===== src/rtl/tmr_pkg.sv =====
package tmr_pkg;

    localparam int RATE_W = 3;
    localparam int PS_W   = 1 << RATE_W;
    localparam int CFG_W  = 8;

    // Bit positions 5..0 are decoded by the timer logic; 7..6 are stored only.
    typedef struct packed {
        logic              spare_hi;
        logic              spare_lo;
        logic              src_ext;
        logic              edge_fall;
        logic              ps_to_wdt;
        logic [RATE_W-1:0] rate;
    } tmr_cfg_t;

    localparam tmr_cfg_t CFG_RESET = tmr_cfg_t'({CFG_W{1'b1}});

    typedef enum logic [1:0] {
        RA_TIMER = 2'd0,
        RA_CFG   = 2'd1,
        RA_CTRL  = 2'd2,
        RA_SPARE = 2'd3
    } tmr_addr_e;

    // Terminal count of the shared prescaler for a rate code and an owner.
    function automatic logic [PS_W-1:0] ps_last(input logic [RATE_W-1:0] rate,
                                                input logic to_wdt);
        int unsigned sh;
        logic [PS_W:0] span;
        sh   = int'(rate) + (to_wdt ? 0 : 1);
        span = {{PS_W{1'b0}}, 1'b1} << sh;
        return PS_W'(span - 1'b1);
    endfunction

endpackage


===== src/rtl/tmr_pin_sync.sv =====
module tmr_pin_sync #(
    parameter int STAGES = 2
) (
    input  logic clk,
    input  logic rst,
    input  logic pin,
    input  logic fall_sel,
    output logic evt
);
    // sh[STAGES-1] is the synchronized level, sh[STAGES] its previous value.
    logic [STAGES:0] sh;

    always_ff @(posedge clk) begin
        if (rst) sh <= '0;
        else     sh <= {sh[STAGES-1:0], pin};
    end

    logic rise, fall;
    assign rise = sh[STAGES-1] & ~sh[STAGES];
    assign fall = ~sh[STAGES-1] & sh[STAGES];
    assign evt  = fall_sel ? fall : rise;

    // an edge of one polarity cannot be reported on two cycles in a row
    p_evt_gap_r3: assert property (@(posedge clk) disable iff (rst)
        (evt && !fall_sel) |=> !(evt && !fall_sel));

endmodule


===== src/rtl/tmr_prescaler.sv =====
module tmr_prescaler
    import tmr_pkg::*;
(
    input  logic              clk,
    input  logic              rst,
    input  logic              clr,
    input  logic              in_evt,
    input  logic              to_wdt,
    input  logic [RATE_W-1:0] rate,
    output logic              hit
);
    logic [PS_W-1:0] cnt;
    logic [PS_W-1:0] last;

    assign last = ps_last(rate, to_wdt);
    assign hit  = in_evt & (cnt == last);

    always_ff @(posedge clk) begin
        if (rst || clr)  cnt <= '0;
        else if (in_evt) cnt <= hit ? '0 : cnt + 1'b1;
    end

    // the partial count never exceeds the terminal value of the current ratio
    p_ps_range_r8: assert property (@(posedge clk) disable iff (rst)
        cnt <= last);

    // a clear request leaves the count at zero
    p_ps_clear_r8: assert property (@(posedge clk) disable iff (rst)
        clr |=> cnt == '0);

endmodule


===== src/rtl/tmr_counter.sv =====
module tmr_counter #(
    parameter int W    = 8,
    parameter int HOLD = 2
) (
    input  logic         clk,
    input  logic         rst,
    input  logic         cyc_en,
    input  logic         load,
    input  logic [W-1:0] load_val,
    input  logic         inc,
    output logic [W-1:0] val,
    output logic         ovf,
    output logic         holding
);
    localparam int HW = $clog2(HOLD + 1);

    logic [W-1:0]  val_q;
    logic [HW-1:0] hold_q;

    // The count value is deliberately left out of reset.
    always_ff @(posedge clk) begin
        if (load)     val_q <= load_val;
        else if (inc) val_q <= val_q + 1'b1;
    end

    always_ff @(posedge clk) begin
        if (rst)                    hold_q <= '0;
        else if (load)              hold_q <= HW'(HOLD);
        else if (holding && cyc_en) hold_q <= hold_q - 1'b1;
    end

    assign holding = (hold_q != '0);
    assign ovf     = inc & ~load & (&val_q);
    assign val     = val_q;

    // a load appears on the following cycle
    p_load_r7: assert property (@(posedge clk) disable iff (rst)
        load |=> val == $past(load_val));

    // no increment reaches the counter while the hold-off runs
    p_hold_r7: assert property (@(posedge clk) disable iff (rst)
        (holding && !load) |=> val == $past(val));

    // without a load the value moves by at most one
    p_step_r4: assert property (@(posedge clk) disable iff (rst)
        !load |=> (val == $past(val)) || (val == W'($past(val) + 1'b1)));

    // an overflow leaves the counter at zero
    p_wrap_r6: assert property (@(posedge clk) disable iff (rst)
        ovf |=> val == '0);

endmodule


===== src/rtl/tmr_assignable_timer.sv =====
module tmr_assignable_timer
    import tmr_pkg::*;
#(
    parameter int TMR_W       = 8,
    parameter int SYNC_STAGES = 2,
    parameter int HOLD_CYC    = 2
) (
    input  logic             clk,
    input  logic             rst,
    input  logic             cyc_en,
    input  logic             ext_pin,
    input  logic             wr_en,
    input  logic [1:0]       wr_addr,
    input  logic [CFG_W-1:0] wr_data,
    input  logic [1:0]       rd_addr,
    output logic [CFG_W-1:0] rd_data,
    output logic             irq,
    output logic             wdt_tick
);
    tmr_cfg_t   cfg_q;
    tmr_cfg_t   cfg_new;
    logic       flag_q, ie_q, wdt_q;
    logic       tmr_wr, cfg_wr, ctrl_wr, cfg_chg;
    logic       pin_evt, src_evt, ps_in, ps_clr, ps_hit, inc_req;
    logic       ovf, holding;
    logic [TMR_W-1:0] tmr_val;

    // register write decode
    assign tmr_wr  = wr_en && (tmr_addr_e'(wr_addr) == RA_TIMER);
    assign cfg_wr  = wr_en && (tmr_addr_e'(wr_addr) == RA_CFG);
    assign ctrl_wr = wr_en && (tmr_addr_e'(wr_addr) == RA_CTRL);
    assign cfg_new = tmr_cfg_t'(wr_data);
    assign cfg_chg = cfg_wr && ((cfg_new.ps_to_wdt != cfg_q.ps_to_wdt) ||
                                (cfg_new.rate != cfg_q.rate));

    always_ff @(posedge clk) begin
        if (rst)         cfg_q <= CFG_RESET;
        else if (cfg_wr) cfg_q <= cfg_new;
    end

    // count source and prescaler routing
    tmr_pin_sync #(.STAGES(SYNC_STAGES)) u_sync (
        .clk(clk), .rst(rst), .pin(ext_pin),
        .fall_sel(cfg_q.edge_fall), .evt(pin_evt)
    );

    assign src_evt = cfg_q.src_ext ? pin_evt : cyc_en;
    assign ps_in   = cfg_q.ps_to_wdt ? cyc_en : (src_evt & ~holding);
    assign ps_clr  = tmr_wr | cfg_chg;
    assign inc_req = cfg_q.ps_to_wdt ? (src_evt & ~holding) : ps_hit;

    tmr_prescaler u_ps (
        .clk(clk), .rst(rst), .clr(ps_clr), .in_evt(ps_in),
        .to_wdt(cfg_q.ps_to_wdt), .rate(cfg_q.rate), .hit(ps_hit)
    );

    tmr_counter #(.W(TMR_W), .HOLD(HOLD_CYC)) u_cnt (
        .clk(clk), .rst(rst), .cyc_en(cyc_en), .load(tmr_wr),
        .load_val(TMR_W'(wr_data)), .inc(inc_req),
        .val(tmr_val), .ovf(ovf), .holding(holding)
    );

    // flag, enable and watchdog tick
    always_ff @(posedge clk) begin
        if (rst) begin
            flag_q <= 1'b0;
            ie_q   <= 1'b0;
            wdt_q  <= 1'b0;
        end else begin
            wdt_q <= cfg_q.ps_to_wdt & ps_hit;
            if (ctrl_wr) begin
                flag_q <= wr_data[0] | ovf;
                ie_q   <= wr_data[1];
            end else if (ovf) begin
                flag_q <= 1'b1;
            end
        end
    end

    assign irq      = flag_q & ie_q;
    assign wdt_tick = wdt_q;

    always_comb begin
        case (tmr_addr_e'(rd_addr))
            RA_TIMER: rd_data = CFG_W'(tmr_val);
            RA_CFG:   rd_data = cfg_q;
            RA_CTRL:  rd_data = {{(CFG_W-2){1'b0}}, ie_q, flag_q};
            default:  rd_data = '0;
        endcase
    end

    // configuration holds its reset value right after reset
    p_cfg_reset_r1: assert property (@(posedge clk) disable iff (rst)
        $past(rst) |-> cfg_q == CFG_RESET);

    // an overflow always leaves the flag set
    p_ovf_flag_r6: assert property (@(posedge clk) disable iff (rst)
        ovf |=> flag_q);

    // only a control write can drop the flag
    p_flag_sticky_r6: assert property (@(posedge clk) disable iff (rst)
        (flag_q && !ctrl_wr) |=> flag_q);

    // watchdog ticks come only from a watchdog-owned prescaler
    p_wdt_owner_r5: assert property (@(posedge clk) disable iff (rst)
        wdt_tick |-> $past(cfg_q.ps_to_wdt));

    // with the internal source and no cycle pulse the timer stands still
    p_src_idle_r2: assert property (@(posedge clk) disable iff (rst)
        (!tmr_wr && !cfg_q.src_ext && !cyc_en) |=> tmr_val == $past(tmr_val));

endmodule


===== config.mk =====
export PLATFORM = sky130hd
export DESIGN_NAME = tmr_assignable_timer
export DESIGN_NICKNAME = d
export VERILOG_FILES = /design/src/rtl/tmr_pkg.sv /design/src/rtl/tmr_pin_sync.sv /design/src/rtl/tmr_prescaler.sv /design/src/rtl/tmr_counter.sv /design/src/rtl/tmr_assignable_timer.sv
export SDC_FILE = /design/constraint.sdc
export NUM_CORES = 1
export LEC_CHECK = 0
export BUFFER_PORTS_ARGS = -buffer_cell sky130_fd_sc_hd__buf_2
export CORE_MARGIN = 5
export CORE_UTILIZATION = 55
export DETAILED_ROUTE_END_ITERATION = 10
export GPL_ROUTABILITY_DRIVEN = 0
export GPL_TIMING_DRIVEN = 0
export PLACE_DENSITY = 0.87
export SYNTH_ARGS = -nofsm -noshare
export SYNTH_HDL_FRONTEND = slang
export SYNTH_SLANG_ARGS = --single-unit

===== constraint.sdc =====
create_clock -name clk -period 5.2 [get_ports clk]
set_input_delay 0.26 -clock clk [delete_from_list [all_inputs] [get_ports clk]]
set_output_delay 0.26 -clock clk [all_outputs]
set_load 0.1 [all_outputs]

==> summary.txt, run 1 <==
outcome -> finished clean
top cells by area, synth -> dfxtp_1 (21%), edfxtp_1 (10%), nand2_1 (7.6%)
Required @ worst endpoint -> 5110 ps
CTS Buffer Depth -> 2
Synth Area in Simple Gates -> 0.306
fin. max-slew vios -> 0
net count after synthesis -> 300
Vias -> 2074
LEAKAGE -> 1.05 nW
FMAX -> 221 MHz
#FFs+latches synth -> 32
initial core utilization -> 0.574
synth warn -> 0
reg2reg setup slack -> 670 ps
Sink Count -> 32
mux contribution to synthesized area -> 0.0521
Ant. Diodes -> 0
cells on worst reg2reg path -> 14
Async S/R FF share, synth -> 0
HP Start -> ext_pin
total iterations of the first detailed-routing run -> 4
CP max FO -> 10
min cycle time layout -> 4530 ps
Slew @ Worst Pin -> 836 ps
die span in x -> 75.1 µm
post-synthesis adder-cell area fraction -> 0.0376
Max-Slew Margin vs Limit -> 0.441
setup TNS -> 0 ps
startpoint types -> flip-flop
Worst Hold Path EP -> u_sync.sh[0]$_SDFF_PP0_
first-pass GRT wire length -> 9140 µm
initial antenna violation count -> 0
vias in the first global route -> 2025
HP Class -> in2reg
Mapped Area -> 0.00233 mm²
Tcrit/Tclk final -> 0.872
post-route ant nets -> 0
initial drt markers -> 126
die area -> 0.00563 mm²
# Max-Cap Violations -> 0
Worst-path clk slew -> 60 ps
final setup skew -> 3.24 ps
Yosys top cell by area -> dfxtp_1
prevailing post-synth register cell -> dfxtp_1
Synth top cells by count -> nand2_1 (47), dfxtp_1 (24), a21oi_1 (14), nor2_1 (14)
worst reg2reg path startpoint -> cfg_q[3]$_SDFFE_PP1P_
Worst VDD drop -> 0.244 mV
xor/xnor share of the synthesized area -> 0.0774
Worst-Skew Late Latency -> 280 ps
drt drc -> 0
# hold bufs at CTS -> 0
Pwr Density -> 253 mW/mm²
largest net degree at the start of global routing -> 11
Post-CTS Setup Bufs -> 0
share of cells above drive strength 1 -> 0.166
hpwl dp -> 4080 µm
Critical R2R Capture -> u_cnt.val[0]$_DFFE_PP_
fill count -> 343
Port Buf Inserts -> 23
CORE AREA -> 0.00406 mm²
syn avg cell area -> 8.44 µm²
cell with the most instances after synthesis -> nand2_1
combinational family with the most area after synthesis -> simple AND/OR/NAND/NOR gates
Distinct cells, synth -> 67
worst path arrival time -> 4440 ps
H-tree Lvls -> 2
sequential element share of the synthesized area -> 0.310
RSZ-0062 raised after global routing -> no
EDFF count, synth -> 8
CTS tree -> built
IO Count -> 27
row count -> 23
number of vias per cell -> 5.81
grt ovf -> 0
drt wl/cell -> 15.1 µm
Crit Path Class -> reg2reg
gr usage total -> 0.213
clk root buf -> clkbuf_8
FF/Latch Area -> 721 µm²
Total Power -> 0.655 mW
post_cts resized -> 0
Layout Nets -> 330
final hold vios -> 0
Num CTS Buffers -> 5
Multi-input gate area -> 0.00151 mm²
hold depth -> 2
area fraction of the dominant cell type after synthesis -> 0.206
area grow syn2layout -> 11.1%
# setup viols final -> 0
Worst Setup End Kind -> flip-flop
Compound-Gate Fraction of Synth Area -> 0.177
Syn Inst Count -> 276
DRT Wirelength -> 5390 µm
die height -> 75.1 µm
==> through the flow <==
| stage | hold WS, ps | setup slack, ps | utilization | instance area [µm²] | instances |
|---|---|---|---|---|---|
| final | 187 | 667 | 0.638 | 2590 | 357 |
| after global routing | 194 | 318 | 0.638 | 2590 | 357 |
| after CTS | 182 | 656 | 0.638 | 2590 | 357 |
| after detailed placement | 433 | 639 | 0.618 | 2510 | 349 |
| after global placement | 416 | 792 | 0.618 | 2510 | 349 |
| after floorplan | 378 | 1310 | - | 2330 | 276 |
==> sequential cells by signal, summed over array words and instances, names as in the netlist <==
register	count
u_cnt.hold_q	2
wdt_tick	1
flag_q	1
cfg_q	8
u_sync.sh	3
u_ps.cnt	8
ie_q	1
u_cnt.val	8
==> worst max-delay path, cell delays in order, from the launching register on <==
cell	delay (ps)
dfxtp_1	300
clkbuf_1	290
inv_1	140
ha_1	200
ha_1	210
buf_4	180
o31ai_1	510
nand2b_1	120
ha_1	300
xnor2_1	190
or4b_1	530
o221ai_2	210
and4_1	240
a21oi_1	90
o21ai_1	620
==> area by class of cell <==
type / count / share of cell area
Tap cell: 50 / 0.0242
Multi-Input combinational cell: 225 / 0.585
Inverter: 5 / 0.00725
Buffer: 14 / 0.0295
Sequential cell: 32 / 0.279
Timing Repair Buffer: 23 / 0.0445
Clock inverter: 1 / 0.00193
Clock buffer: 7 / 0.0295
==> per-layer routing <==
metal / part of all wire / global-route usage / routed length (µm) / vias to the layer above
met5: 0 / 0 / 0 / -
met4: 0.013 / 0.0771 / 70 / 0
li1: - / - / - / 1051
met2: 0.51 / 0.372 / 2740 / 37
met3: 0.033 / 0.0414 / 177 / 5
met1: 0.45 / 0.259 / 2400 / 981
==> cells in the final DEF, fill, tap and decap left out, types with 2 or more instances in the layout <==
cell type,n
nor3b_1,3
o21ai_0,11
a211oi_1,2
ha_1,7
inv_1,5
dfxtp_1,24
nand2_1,47
nor2_1,14
nand2b_1,2
xnor2_1,6
buf_4,2
a21oi_1,14
or3b_1,2
edfxtp_1,8
clkbuf_1,10
mux2i_1,11
clkbuf_8,5
o211ai_1,2
a211o_1,2
xor2_1,10
buf_2,25
and2_1,6
nand3_1,8
nor2b_1,11
nor3_1,8
or4_1,2
o22ai_1,7
nand3b_1,9
o21ai_1,4
==> cell families after synthesis <==
kind of cell               after synthesis
and+or+nand+nor                        129
muxes                                   12
buffers and inverters                   19
adders and majority gates                7
xor gates and xnor gates                18
DFF                                     32
AOI/OAI and AO/OA                       59
==> how the worst max path moves through the flow <==
stage / from / end / slack [ps] / cells past startpoint
floorplan: cfg_q[3]$_SDFFE_PP1P_ / u_cnt.val[0]$_DFFE_PP_ / 1310 / 14
global placement: cfg_q[3]$_SDFFE_PP1P_ / u_cnt.val[7]$_DFFE_PP_ / 790 / 14
detailed placement: cfg_q[3]$_SDFFE_PP1P_ / u_cnt.val[0]$_DFFE_PP_ / 640 / 14
CTS: cfg_q[3]$_SDFFE_PP1P_ / u_cnt.val[0]$_DFFE_PP_ / 660 / 14
global route: cfg_q[3]$_SDFFE_PP1P_ / u_cnt.val[3]$_DFFE_PP_ / 320 / 15
finish: cfg_q[3]$_SDFFE_PP1P_ / u_cnt.val[0]$_DFFE_PP_ / 670 / 14
==> report_power, final <==
group	internal [mW]	switching, mW
Clock	0.0938	0.0884
Sequential	0.272	0.0128
Combinational	0.0642	0.124
Total	0.430	0.225
(Power assumes the default switching activity.)
==> inputs of run 2 (changes only) <==
BUFFER_PORTS_ARGS = -buffer_cell sky130_fd_sc_hd__clkbuf_2   (was -buffer_cell sky130_fd_sc_hd__buf_2)
==> summary.txt, run 2 (same netlist as run 1, synthesis figures left out) <==
CTS Buffer Depth -> 2 (unchanged)
H-tree Lvls -> 2 (unchanged)
Ant. Diodes -> 0 (unchanged)
Worst-Skew Late Latency -> 290 ps (was 280 ps)
min cycle time layout -> 4560 ps (was 4530 ps)
Num CTS Buffers -> 5 (unchanged)
largest net degree at the start of global routing -> 11 (unchanged)
drt drc -> 0 (unchanged)
startpoint types -> flip-flop (unchanged)
Slew @ Worst Pin -> 734 ps (was 836 ps)
post_cts resized -> 0 (unchanged)
final setup skew -> 7.98 ps (was 3.24 ps)
DRT Wirelength -> 5370 µm (was 5390 µm)
Tcrit/Tclk final -> 0.876 (was 0.872)
# setup viols final -> 0 (unchanged)
Worst Setup End Kind -> flip-flop (unchanged)
IO Count -> 27 (unchanged)
initial core utilization -> 0.574 (unchanged)
Multi-input gate area -> 0.00151 mm² (unchanged)
clk root buf -> clkbuf_8 (unchanged)
total iterations of the first detailed-routing run -> 4 (unchanged)
die height -> 75.1 µm (unchanged)
Worst VDD drop -> 0.176 mV (was 0.244 mV)
CTS tree -> built (unchanged)
initial drt markers -> 124 (was 126)
# hold bufs at CTS -> 0 (unchanged)
initial antenna violation count -> 0 (unchanged)
area grow syn2layout -> 12.8% (was 11.1%)
Post-CTS Setup Bufs -> 0 (unchanged)
Total Power -> 0.714 mW (was 0.655 mW)
fin. max-slew vios -> 0 (unchanged)
commonest cells after routing, fill and taps aside -> nand2_1 (47), dfxtp_1 (24), clkbuf_2 (23) (was nand2_1 (47), buf_2 (25), dfxtp_1 (24))
RSZ-0062 raised after global routing -> no (unchanged)
FF/Latch Area -> 721 µm² (unchanged)
post-route ant nets -> 0 (unchanged)
number of vias per cell -> 5.96 (was 5.81)
worst path arrival time -> 4470 ps (was 4440 ps)
CORE AREA -> 0.00406 mm² (unchanged)
HP Class -> in2reg (unchanged)
Pwr Density -> 272 mW/mm² (was 253 mW/mm²)
hpwl dp -> 4020 µm (was 4080 µm)
Vias -> 2127 (was 2074)
CP max FO -> 10 (unchanged)
grt ovf -> 0 (unchanged)
Port Buf Inserts -> 23 (unchanged)
drt wl/cell -> 15.0 µm (was 15.1 µm)
final hold vios -> 0 (unchanged)
die area -> 0.00563 mm² (unchanged)
Sink Count -> 32 (unchanged)
# Max-Cap Violations -> 0 (unchanged)
setup TNS -> 0 ps (unchanged)
FMAX -> 219 MHz (was 221 MHz)
Required @ worst endpoint -> 5110 ps (about the same)
final hold slack -> 198 ps (was 187 ps)
first-pass GRT wire length -> 9070 µm (was 9140 µm)
die span in x -> 75.1 µm (unchanged)
Layout Nets -> 330 (unchanged)
fill count -> 340 (was 343)
vias in the first global route -> 2053 (was 2025)
LEAKAGE -> 1.07 nW (was 1.05 nW)
most common cell after layout, fill and taps aside -> nand2_1 (unchanged)
outcome -> finished clean (unchanged)
gr usage total -> 0.208 (was 0.213)
share of cells above drive strength 1 -> 0.173 (was 0.166)
row count -> 23 (unchanged)
Crit Path Class -> reg2reg (unchanged)
Max-Slew Margin vs Limit -> 0.507 (was 0.441)
Worst-path clk slew -> 70 ps (was 60 ps)
run 2: cell count changes in the layout (fill, tap and decap cells not counted), sizes merged:
cell / change
clkbuf: +24
clkinv: -1
buf: -23
run 2: worst paths after layout:
kind | from | to | slack [ps] | cells past startpoint
min | ext_pin | u_sync.sh[0]$_SDFF_PP0_ | 200 | 2
max reg2reg | cfg_q[3]$_SDFFE_PP1P_ | u_cnt.val[4]$_DFFE_PP_ | 640 | 14
min reg2reg | u_sync.sh[0]$_SDFF_PP0_ | u_sync.sh[1]$_SDFF_PP0_ | 440 | 1
max | cfg_q[3]$_SDFFE_PP1P_ | u_cnt.val[4]$_DFFE_PP_ | 640 | 14
run 2: final cells by class:
class                      instances  share of cell area
multi-input combinational        225               0.576
sequential                        32               0.274
clock buffer                       8              0.0462
timing repair buffer              23              0.0438
buffer                            14              0.0290
tap                               50              0.0238
inverter                           5             0.00714
run 2: power by group:
| group | leakage [nW] | internal, mW | switching, mW |
|---|---|---|---|
| clock | 0.0627 | 0.150 | 0.0932 |
| sequential | 0.271 | 0.272 | 0.0130 |
| combinational | 0.739 | 0.0639 | 0.122 |
run 2: layer usage:
metal,part of all wire,wire (µm),track usage
met5,0,0,0
met4,0.020,106,0.0751
met3,0.051,275,0.0494
met2,0.50,2690,0.357
met1,0.43,2300,0.252
run 2: worst max-delay path, cell delays in order, from the launching register on:
cell	delay, ps
dfxtp_1	310
clkbuf_1	280
inv_1	150
ha_1	210
ha_1	210
buf_4	180
o31ai_1	520
nand2b_1	150
ha_1	310
xnor2_1	200
or4b_1	530
o221ai_2	200
and4_1	230
a21oi_1	100
o21ai_1	600
run 2: through the flow:
| stage | setup WS, ps | cells | util | area (µm²) |
|---|---|---|---|---|
| floorplan | 1310 | 276 | - | 2330 |
| global placement | 794 | 349 | 0.618 | 2510 |
| detailed placement | 643 | 349 | 0.618 | 2510 |
| CTS | 614 | 357 | 0.648 | 2630 |
| global route | 365 | 357 | 0.648 | 2630 |
| finish | 644 | 357 | 0.648 | 2630 |
==> inputs of run 3 (changes only) <==
RECOVER_POWER = 100   (was unset)
TNS_END_PERCENT = 20   (was unset)
==> summary.txt, run 3 (same netlist as run 1, synthesis figures left out) <==
outcome -> finished clean (unchanged)
largest net degree at the start of global routing -> 11 (unchanged)
Required @ worst endpoint -> 5110 ps (about the same)
CORE AREA -> 0.00406 mm² (unchanged)
commonest cells after routing, fill and taps aside -> nand2_1 (47), dfxtp_1 (24), clkbuf_1 (21) (was nand2_1 (47), dfxtp_1 (24), clkbuf_2 (23))
grt ovf -> 0 (unchanged)
final hold vios -> 0 (unchanged)
Max-Slew Margin vs Limit -> 0.202 (was 0.507)
total iterations of the first detailed-routing run -> 4 (unchanged)
cells on worst reg2reg path -> 14 (unchanged)
gr usage total -> 0.208 (unchanged)
final hold slack -> 197 ps (was 198 ps)
Worst VDD drop -> 0.178 mV (was 0.176 mV)
Port Buf Inserts -> 23 (unchanged)
area grow syn2layout -> 11.5% (was 12.8%)
clk root buf -> clkbuf_8 (unchanged)
sw power -> 0.229 mW (was 0.228 mW)
Worst-Skew Late Latency -> 290 ps (about the same)
setup TNS -> 0 ps (unchanged)
hold depth -> 2 (unchanged)
startpoint types -> flip-flop (unchanged)
Worst Hold Path EP -> u_sync.sh[0]$_SDFF_PP0_ (unchanged)
vias in the first global route -> 2053 (unchanged)
Total Power -> 0.712 mW (was 0.714 mW)
# setup viols final -> 0 (unchanged)
worst reg2reg path startpoint -> cfg_q[3]$_SDFFE_PP1P_ (unchanged)
die span in x -> 75.1 µm (unchanged)
FF/Latch Area -> 721 µm² (unchanged)
initial core utilization -> 0.574 (unchanged)
Pint -> 0.483 mW (was 0.486 mW)
DRT Wirelength -> 5410 µm (was 5370 µm)
Critical R2R Capture -> u_cnt.val[4]$_DFFE_PP_ (unchanged)
FMAX -> 214 MHz (was 219 MHz)
fill count -> 353 (was 340)
drt drc -> 0 (unchanged)
# hold bufs at CTS -> 0 (unchanged)
most common cell after layout, fill and taps aside -> nand2_1 (unchanged)
hpwl dp -> 4020 µm (unchanged)
Num CTS Buffers -> 5 (unchanged)
Worst Setup End Kind -> flip-flop (unchanged)
initial drt markers -> 148 (was 124)
initial antenna violation count -> 0 (unchanged)
CTS tree -> built (unchanged)
part of the power in combinational logic -> 0.256 (was 0.261)
first-pass GRT wire length -> 9070 µm (unchanged)
post-route ant nets -> 0 (unchanged)
Sequential Power Share -> 0.400 (was 0.399)
H-tree Lvls -> 2 (unchanged)
die area -> 0.00563 mm² (unchanged)
worst path arrival time -> 4580 ps (was 4470 ps)
Clock Power Share -> 0.343 (was 0.340)
HP Class -> in2reg (unchanged)
Sink Count -> 32 (unchanged)
Slew @ Worst Pin -> 1200 ps (was 734 ps)
Net Sw Frac -> 0.322 (was 0.320)
HP Start -> ext_pin (unchanged)
Tcrit/Tclk final -> 0.898 (was 0.876)
number of vias per cell -> 5.91 (was 5.96)
row count -> 23 (unchanged)
Worst-path clk slew -> 70 ps (about the same)
# Max-Cap Violations -> 0 (unchanged)
post_cts resized -> 0 (unchanged)
final setup skew -> 7.45 ps (was 7.98 ps)
share of cells above drive strength 1 -> 0.124 (was 0.173)
Pwr Density -> 274 mW/mm² (was 272 mW/mm²)
die height -> 75.1 µm (unchanged)
RSZ-0062 raised after global routing -> no (unchanged)
Ant. Diodes -> 0 (unchanged)
reg2reg setup slack -> 530 ps (was 640 ps)
fin. max-slew vios -> 0 (unchanged)
Vias -> 2110 (was 2127)
Layout Nets -> 330 (unchanged)
Crit Path Class -> reg2reg (unchanged)
Multi-input gate area -> 0.00150 mm² (was 0.00151 mm²)
Post-CTS Setup Bufs -> 0 (unchanged)
CP max FO -> 10 (unchanged)
LEAKAGE -> 1.03 nW (was 1.07 nW)
IO Count -> 27 (unchanged)
drt wl/cell -> 15.1 µm (was 15.0 µm)
min cycle time layout -> 4670 ps (was 4560 ps)
CTS Buffer Depth -> 2 (unchanged)
[run 3: power groups by stage]
| stage | sequential, mW | combinational, mW | clock [mW] |
|---|---|---|---|
| floorplan | 0.286 | 0.148 | 0 |
| global placement | 0.289 | 0.179 | 0 |
| detailed placement | 0.290 | 0.185 | 0 |
| CTS | 0.285 | 0.186 | 0.247 |
| global route | 0.287 | 0.199 | 0.258 |
| finish | 0.285 | 0.183 | 0.245 |
[run 3: routing by layer]
layer  vias up  wire (µm)  global-route usage
met5         -          0                   0
met4         0         87              0.0751
met3        10        256              0.0494
met2        56       2670               0.357
met1       999       2390               0.252
li1       1045          -                   -
[run 3: how the worst max path moves through the flow]
stage          cells after the start                  start  slack (ps)                endpoint
2_1_floorplan                     14  cfg_q[3]$_SDFFE_PP1P_        1310  u_cnt.val[0]$_DFFE_PP_
3_3_place_gp                      14  cfg_q[3]$_SDFFE_PP1P_         790  u_cnt.val[0]$_DFFE_PP_
3_5_place_dp                      14  cfg_q[3]$_SDFFE_PP1P_         640  u_cnt.val[7]$_DFFE_PP_
4_1_cts                           14  cfg_q[3]$_SDFFE_PP1P_         610  u_cnt.val[2]$_DFFE_PP_
5_1_grt                           14  cfg_q[3]$_SDFFE_PP1P_         260  u_cnt.val[2]$_DFFE_PP_
6_report                          14  cfg_q[3]$_SDFFE_PP1P_         530  u_cnt.val[4]$_DFFE_PP_
[run 3: area by class of cell]
| type | count | area share |
|---|---|---|
| Timing Repair Buffer | 23 | 0.0390 |
| Sequential cell | 32 | 0.278 |
| Multi-Input combinational cell | 225 | 0.578 |
| Buffer | 14 | 0.0275 |
| Inverter | 5 | 0.00723 |
| Clock buffer | 8 | 0.0467 |
| Tap cell | 50 | 0.0241 |
[run 3: per-stage QoR]
step	worst slack [ps]	utilization	instances	area, µm²
after global routing	263	0.640	357	2600
after CTS	614	0.648	357	2630
final	533	0.640	357	2600
after floorplan	1310	-	276	2330
after global placement	794	0.618	349	2510
after detailed placement	643	0.618	349	2510
[run 3: critical path: stages (launching register included)]
cell	delay (ps)
dfxtp_1	310
clkbuf_1	280
inv_1	150
ha_1	210
ha_1	210
clkbuf_1	220
o31ai_1	570
nand2b_1	150
ha_1	310
xnor2_1	200
or4b_1	520
o221ai_1	220
and4_1	240
a21oi_1	100
o21ai_1	610
